## config.mk

```make
export PLATFORM = sky130hd
export DESIGN_NAME = power_up_sequencer
export DESIGN_NICKNAME = d
export VERILOG_FILES = /design/src/rtl/pus_pkg.sv /design/src/rtl/pus_sync.sv /design/src/rtl/pus_span_counter.sv /design/src/rtl/pus_phase_fsm.sv /design/src/rtl/power_up_sequencer.sv
export SDC_FILE = /design/constraint.sdc
export NUM_CORES = 1
export LEC_CHECK = 0
export ABC_AREA = 1
export BUFFER_PORTS_ARGS = -buffer_cell sky130_fd_sc_hd__clkbuf_2
export CAP_MARGIN = 10
export CORE_MARGIN = 2
export CORE_UTILIZATION = 54
export DETAILED_ROUTE_END_ITERATION = 7
export PLACE_DENSITY = 0.78
export RECOVER_POWER = 50
export SYNTH_ARGS = -nofsm -noshare
export SYNTH_HDL_FRONTEND = slang
export SYNTH_SLANG_ARGS = --single-unit
```

## constraint.sdc

```tcl
create_clock -name clk_sys -period 1.35 [get_ports clk_sys]
set_input_delay 0.27 -clock clk_sys [delete_from_list [all_inputs] [get_ports clk_sys]]
set_output_delay 0.27 -clock clk_sys [all_outputs]
set_load 0.03 [all_outputs]
```

## src/rtl/pus_pkg.sv

```systemverilog
package pus_pkg;

  typedef enum logic [1:0] {
    PH_HOLD   = 2'd0,
    PH_SETTLE = 2'd1,
    PH_LIVE   = 2'd2
  } phase_e;

  typedef struct packed {
    logic core_rst;
    logic force_zero;
    logic out_valid;
  } flags_t;

  // Output flags that belong to each phase.
  function automatic flags_t flags_for(phase_e p);
    flags_t f;
    case (p)
      PH_SETTLE: f = '{core_rst: 1'b0, force_zero: 1'b1, out_valid: 1'b0};
      PH_LIVE:   f = '{core_rst: 1'b0, force_zero: 1'b0, out_valid: 1'b1};
      default:   f = '{core_rst: 1'b1, force_zero: 1'b1, out_valid: 1'b0};
    endcase
    return f;
  endfunction

endpackage

```

## src/rtl/pus_sync.sv

```systemverilog
// Multi-flop synchronizer that brings the asynchronous supply level into clk.
module pus_sync #(
  parameter int STAGES = 2
) (
  input  logic clk,
  input  logic async_i,
  output logic sync_o
);
  logic [STAGES-1:0] chain;

  generate
    if (STAGES == 1) begin : g_single
      always_ff @(posedge clk) chain <= async_i;
    end else begin : g_multi
      always_ff @(posedge clk) chain <= {chain[STAGES-2:0], async_i};
    end
  endgenerate

  assign sync_o = chain[STAGES-1];
endmodule

```

## src/rtl/pus_span_counter.sv

```systemverilog
// Counts advance pulses and flags the one that completes LIMIT of them.
module pus_span_counter #(
  parameter int LIMIT = 1024
) (
  input  logic clk,
  input  logic clr,
  input  logic adv,
  output logic last
);
  localparam int W = $clog2(LIMIT + 1);
  localparam logic [W-1:0] FINAL = W'(LIMIT - 1);

  logic [W-1:0] cnt;

  always_ff @(posedge clk) begin
    if (clr)      cnt <= '0;
    else if (adv) cnt <= cnt + 1'b1;
  end

  assign last = adv && (cnt == FINAL);
endmodule

```

## src/rtl/pus_phase_fsm.sv

```systemverilog
// Phase register with registered output flags derived from the next phase.
module pus_phase_fsm
  import pus_pkg::*;
(
  input  logic   clk,
  input  logic   supply_ok,
  input  logic   hold_last,
  input  logic   settle_last,
  output phase_e phase_o,
  output flags_t flags_o
);
  phase_e phase_q, phase_d;

  always_comb begin
    phase_d = phase_q;
    if (!supply_ok) begin
      phase_d = PH_HOLD;
    end else begin
      case (phase_q)
        PH_HOLD:   if (hold_last)   phase_d = PH_SETTLE;
        PH_SETTLE: if (settle_last) phase_d = PH_LIVE;
        PH_LIVE:   phase_d = PH_LIVE;
        default:   phase_d = PH_HOLD;
      endcase
    end
  end

  always_ff @(posedge clk) begin
    phase_q <= phase_d;
    flags_o <= flags_for(phase_d);
  end

  assign phase_o = phase_q;
endmodule

```

## src/rtl/power_up_sequencer.sv

```systemverilog
module power_up_sequencer
  import pus_pkg::*;
#(
  parameter int SYNC_STAGES    = 2,
  parameter int HOLD_CYCLES    = 1024,
  parameter int SETTLE_SAMPLES = 18436
) (
  input  logic clk_sys,
  input  logic supply_ok_i,
  input  logic sample_stb_i,
  output logic core_rst_o,
  output logic force_zero_o,
  output logic out_valid_o
);
  logic   pg_ok;
  phase_e phase;
  flags_t flags;
  logic   hold_adv, hold_clr, hold_last;
  logic   settle_adv, settle_clr, settle_last;

  pus_sync #(.STAGES(SYNC_STAGES)) u_sync (
    .clk     (clk_sys),
    .async_i (supply_ok_i),
    .sync_o  (pg_ok)
  );

  // Hold count: system clock cycles spent in the hold phase.
  assign hold_adv = pg_ok && (phase == PH_HOLD);
  assign hold_clr = !pg_ok || (phase != PH_HOLD);

  pus_span_counter #(.LIMIT(HOLD_CYCLES)) u_hold_cnt (
    .clk  (clk_sys),
    .clr  (hold_clr),
    .adv  (hold_adv),
    .last (hold_last)
  );

  // Settle count: sample strobes seen after reset release.
  assign settle_adv = pg_ok && (phase == PH_SETTLE) && sample_stb_i;
  assign settle_clr = !pg_ok || (phase != PH_SETTLE);

  pus_span_counter #(.LIMIT(SETTLE_SAMPLES)) u_settle_cnt (
    .clk  (clk_sys),
    .clr  (settle_clr),
    .adv  (settle_adv),
    .last (settle_last)
  );

  pus_phase_fsm u_fsm (
    .clk         (clk_sys),
    .supply_ok   (pg_ok),
    .hold_last   (hold_last),
    .settle_last (settle_last),
    .phase_o     (phase),
    .flags_o     (flags)
  );

  assign core_rst_o   = flags.core_rst;
  assign force_zero_o = flags.force_zero;
  assign out_valid_o  = flags.out_valid;
endmodule

```

[After elaboration in Yosys (flattened, before gate mapping)]
Cells that the tools add are included.
Storage, ports and cells
  word-level logic and storage cells: 31
  memories: 0
  memory bits (writable): 0
  bits in read-only memories: 0
  input bits: 3
  bits in registers: 33
  output and inout port bits: 3
  bits in latches: 0
Operators by class
  mux-type cells: 5
  bitwise gates (word level): 0
  equality and inequality tests: 7
  shift operators: 0
  $lt $le $gt $ge: 0
  $mul: 0
  $add $sub $neg: 2
  reduce and logical (&&, ||, !) cells: 10
  divide/modulo/power cells: 0
Operators by type and width (number)
  adder 15 x 1 -> 15 bit, second input constant: 1
  == test 15 bit, second input constant: 1
  adder 11 x 1 -> 11 bit, second input constant: 1
  == test 11 x 10 -> 1 bit, second input constant: 1
  two-way mux 2 bit: 3
  case mux 2 bit (3 select lines): 1
  case mux 3 bit (2 select lines): 1
  logical AND 1 bit: 5
  == test 2 x 1 -> 1 bit, second input constant: 2
  == test 2 bit, second input constant: 2
  logical NOT 2 bit: 1
  logical OR 1 bit: 2
  inequality test 2 x 1 -> 1 bit, second input constant: 1
  nonzero test 2 bit: 1
  logical NOT 1 bit: 1

[Logic depth before layout (Yosys ltp)]
  depth in word-level cells: 9
  mapped depth: 9

[By module]
A second synthesis with hierarchy kept.
Unflattened totals
  cells, all modules: 219
  area total of the unflattened synthesis: 1576.5 µm²
Modules (own cells, without submodules)
  pus_span_counter (u_settle_cnt): cells each 122, times used 1, seq. area each 300.3 µm², area each 814.5 µm²
  pus_span_counter (u_hold_cnt): cells each 67, times used 1, seq. area each 220.2 µm², area each 515.5 µm²
  pus_phase_fsm: cells each 21, times used 1, seq. area each 100.1 µm², area each 176.4 µm²
  pus_sync: cells each 2, times used 1, seq. area each 40.0 µm², area each 40.0 µm²
  power_up_sequencer: cells each 7, times used 1, seq. area each 0.0 µm², area each 30.0 µm²

[Worst setup path before layout]
Ideal clock, no wire load.
  path kind: reg-to-reg
  start point: register u_settle_cnt.cnt[0]
  end point: register u_settle_cnt.cnt[10]
  setup slack: 0.050 ns
  cell stages (with the launch flop): 7
  period minus slack after synthesis: 1.300 ns
  library setup time: 0.121 ns
  data arrival time: 1.179 ns
  cells stage by stage: dfxtp_1 ha_1 nand3_1 nor2_1 nand3_1 nor4_1 nor2_1
On the way
  word-level cells in the longest chain between the ends: 1
RTL lines
  start: declaration: line pus_span_counter.sv:13  | logic [W-1:0] cnt;
  start signal: assignment: line pus_span_counter.sv:17  | else if (adv) cnt <= cnt + 1'b1;
  adder 15 x 1 -> 15 bit: line pus_span_counter.sv:17
Every way passes these cells.
A chain may end at the register's enable or synchronous reset.

[Worst setup path in the final report]
  start point: register u_sync.chain[1]
  end point: register u_settle_cnt.cnt[13]
On the way
  word-level cells in the longest chain between the ends: 2
  elaborated cells on any way between the ends: 4
RTL lines
  start: declaration: line pus_sync.sv:9  | logic [STAGES-1:0] chain;
  start signal: assignment: line pus_sync.sv:15  | always_ff @(posedge clk) chain <= {chain[STAGES-2:0], async_i};
  logical AND 1 bit or logical NOT 1 bit (tied branches)
  logical AND 1 bit or logical OR 1 bit (tied branches): line power_up_sequencer.sv:39, power_up_sequencer.sv:40
Several ways; a longest one is shown, not always the timed one.

==> results.ini <==
[global_routing]
grt_pass1_wl_mm=5.13
overflow=0
grt_pass1_vias=1263
grt.total_usage=0.202
grt_max_degree=11
antenna_found_initial=0

[sta]
period_share=0.970
layout_min_cycle_time_ns=1.31
fin_skew_ns=0.0111
setup_viol=0
finalHoldViolCount=0
worst_slew_pin_slew_ns=0.258
slew_viol_final=0
fmax_ghz=0.763
rsz0062_at_grt=true
slew_headroom=0.828
fin_ws_ns=0.0401

[clock_tree]
clkLatencyLatePin_ns=0.34
cts_hold_buffers=0
path_clk_slew_ns=0.09
cts_root_buffer=clkbuf_4
cts_buffer_depth=2
cts_buffers=5
clkSinkCount=33
htreeDepth=2
cts_tree=built

[worst_setup_path]
start_kind=register
crit_arrival_ns=1.55
worstPathMaxFanout=6
cp.required_ns=1.59
critPathKind=reg -> reg
endpoint_kind=register

[floorplanning]
initial_core_util=0.562
die-area_mm2=0.00326
die_y_um=57.1
die_w_um=57.1
ioPinCount=6
coreArea_mm2=0.00271
rows=19

[placed_design]
hpwl_mm=2.16
place_ws_ns=-0.0574
place_area_mm2=0.00167
portBuffers=5
routabilityCongestion=0.943

[final_layout]
diodes=0
syn2layout_area_growth_pct=19.9
drive_gt1_frac=0.221
final_common_cell=nand2_1
nNetsFinal=253
fin_area_mm2=0.00183
final_cell_mix=nand2_1, nor2_1, inv_1

[drt]
wl_per_cell_um=11.3
post_drt_via_cell_ratio=5.06
initialDrtViolationCount=55
routed_wl_mm=3.16
ant_nets=0
drc_errors=0
dr.pass1.iters=4
dr_total_vias=1417

[logic_synthesis]
netlist_area_mm2=0.00152
syn_nets=229
ys_ff_latch=33
yosysSeqAreaShare=0.433
ys_types=21
yosys_warnings=0
syn_area_per_cell_um2=6.80
syn_inst=224

[power]
ir_worst_vdd_mv=0.848
power.density_mw_per_mm2=857
p_leak_nw=0.734

[run]
max_cap_viol_count=0

[worst_hold_path]
hold_path.class=in -> reg

[run_status]
outcome=completed

[worst max-delay path, stage by stage, from the launching register on]
cell and delay [ns]:
dfxtp_1 0.47, nand3_4 0.14, nor2_4 0.17, nand3_1 0.15
nor2_1 0.12, nand3_1 0.07, nand2_1 0.06, nor2_1 0.03
[Yosys cell counts]
library cell	count	area (um^2)
nand2_2	2	12.5
o21ai_1	1	5.00
ha_1	2	25.0
inv_2	3	11.3
a21oi_1	15	75.1
o21bai_1	1	7.51
nand3_1	22	110
xnor2_1	1	8.76
nor2_2	2	12.5
nor4_1	1	6.26
o21ai_0	12	60.1
nand4_1	3	18.8
dfxtp_1	33	661
nor2_4	1	11.3
nor3b_1	1	7.51
nand2_1	46	173
nor3_1	5	25.0
nand3_4	1	17.5
nor3_2	1	10.0
inv_1	32	120
nor2_1	39	146
[cells by family (layout without fill, tap and decap cells)]
group / Yosys count / in the layout / share of synthesized area
xor gates and xnor gates: 1 / 1 / 0.00575
adders and majority gates: 2 / 2 / 0.0164
buffers and inverters: 35 / 60 / 0.0862
and+or+nand+nor: 124 / 124 / 0.361
AOI/OAI and AO/OA: 29 / 29 / 0.0969
DFF: 33 / 33 / 0.433
[report_power, final]
part | total (W) | switching (W) | internal, W
sequential | 0.000996 | 0.0000116 | 0.000985
combinational | 0.0000393 | 0.0000222 | 0.0000171
clock | 0.000531 | 0.000333 | 0.000198
[state kept, by name, summed over array words and instances, names as in the netlist]
| register | cells |
|---|---|
| u_sync.chain | 2 |
| u_settle_cnt.cnt | 15 |
| u_hold_cnt.cnt | 11 |
| u_fsm.phase_o | 2 |
| u_fsm.flags_o | 3 |
[through the flow]
stage | TNS [ns] | utilization | hold slack [ns] | instances | total power [W]
after CTS | 0 | 0.652 | 0.0320 | 280 | 0.00156
after global routing | -0.0759 | 0.674 | 0.00520 | 280 | 0.00163
after global placement | -0.00191 | 0.616 | 0.325 | 271 | 0.00105
after floorplan | 0 | - | 0.298 | 224 | 0.00103
after detailed placement | -0.143 | 0.616 | 0.324 | 271 | 0.00105
final | 0 | 0.674 | 0.0359 | 280 | 0.00157
[final timing paths]
check,start,slack [ns],endpoint,depth (start not counted)
setup / recovery,u_sync.chain[1],0.04,u_settle_cnt.cnt[13],7
hold / removal,supply_ok_i,0.04,u_sync.chain[0],1
setup reg to reg,u_sync.chain[1],0.04,u_settle_cnt.cnt[13],7
hold reg to reg,u_sync.chain[0],0.35,u_sync.chain[1],0
[area by class of cell]
cell class | instances | area (um^2)
sequential | 33 | 668
fill | 238 | 883
inverter | 35 | 131
timing repair buffer | 17 | 115
clock inverter | 2 | 10.0
clock buffer | 6 | 41.3
multi-input combinational | 156 | 822
tap | 31 | 38.8
[per-layer routing]
| layer | global-route usage | vias to the layer above | wire length [um] |
|---|---|---|---|
| met5 | 0 | - | 0 |
| met2 | 0.337 | 20 | 1500 |
| li1 | - | 759 | - |
| met4 | 0.0698 | 0 | 63 |
| met1 | 0.240 | 630 | 1480 |
| met3 | 0.0748 | 8 | 109 |
[timing repair]
action | 4_1_cts | 5_1_grt
endpoints found under the setup margin | 7 | 13
resized for setup | 9 | 20
endpoints found under the hold margin | 0 | 0
buffers inserted | 1 | 0
pin swaps | 2 | 3
No activity file was read; power rests on OpenSTA's default activity.
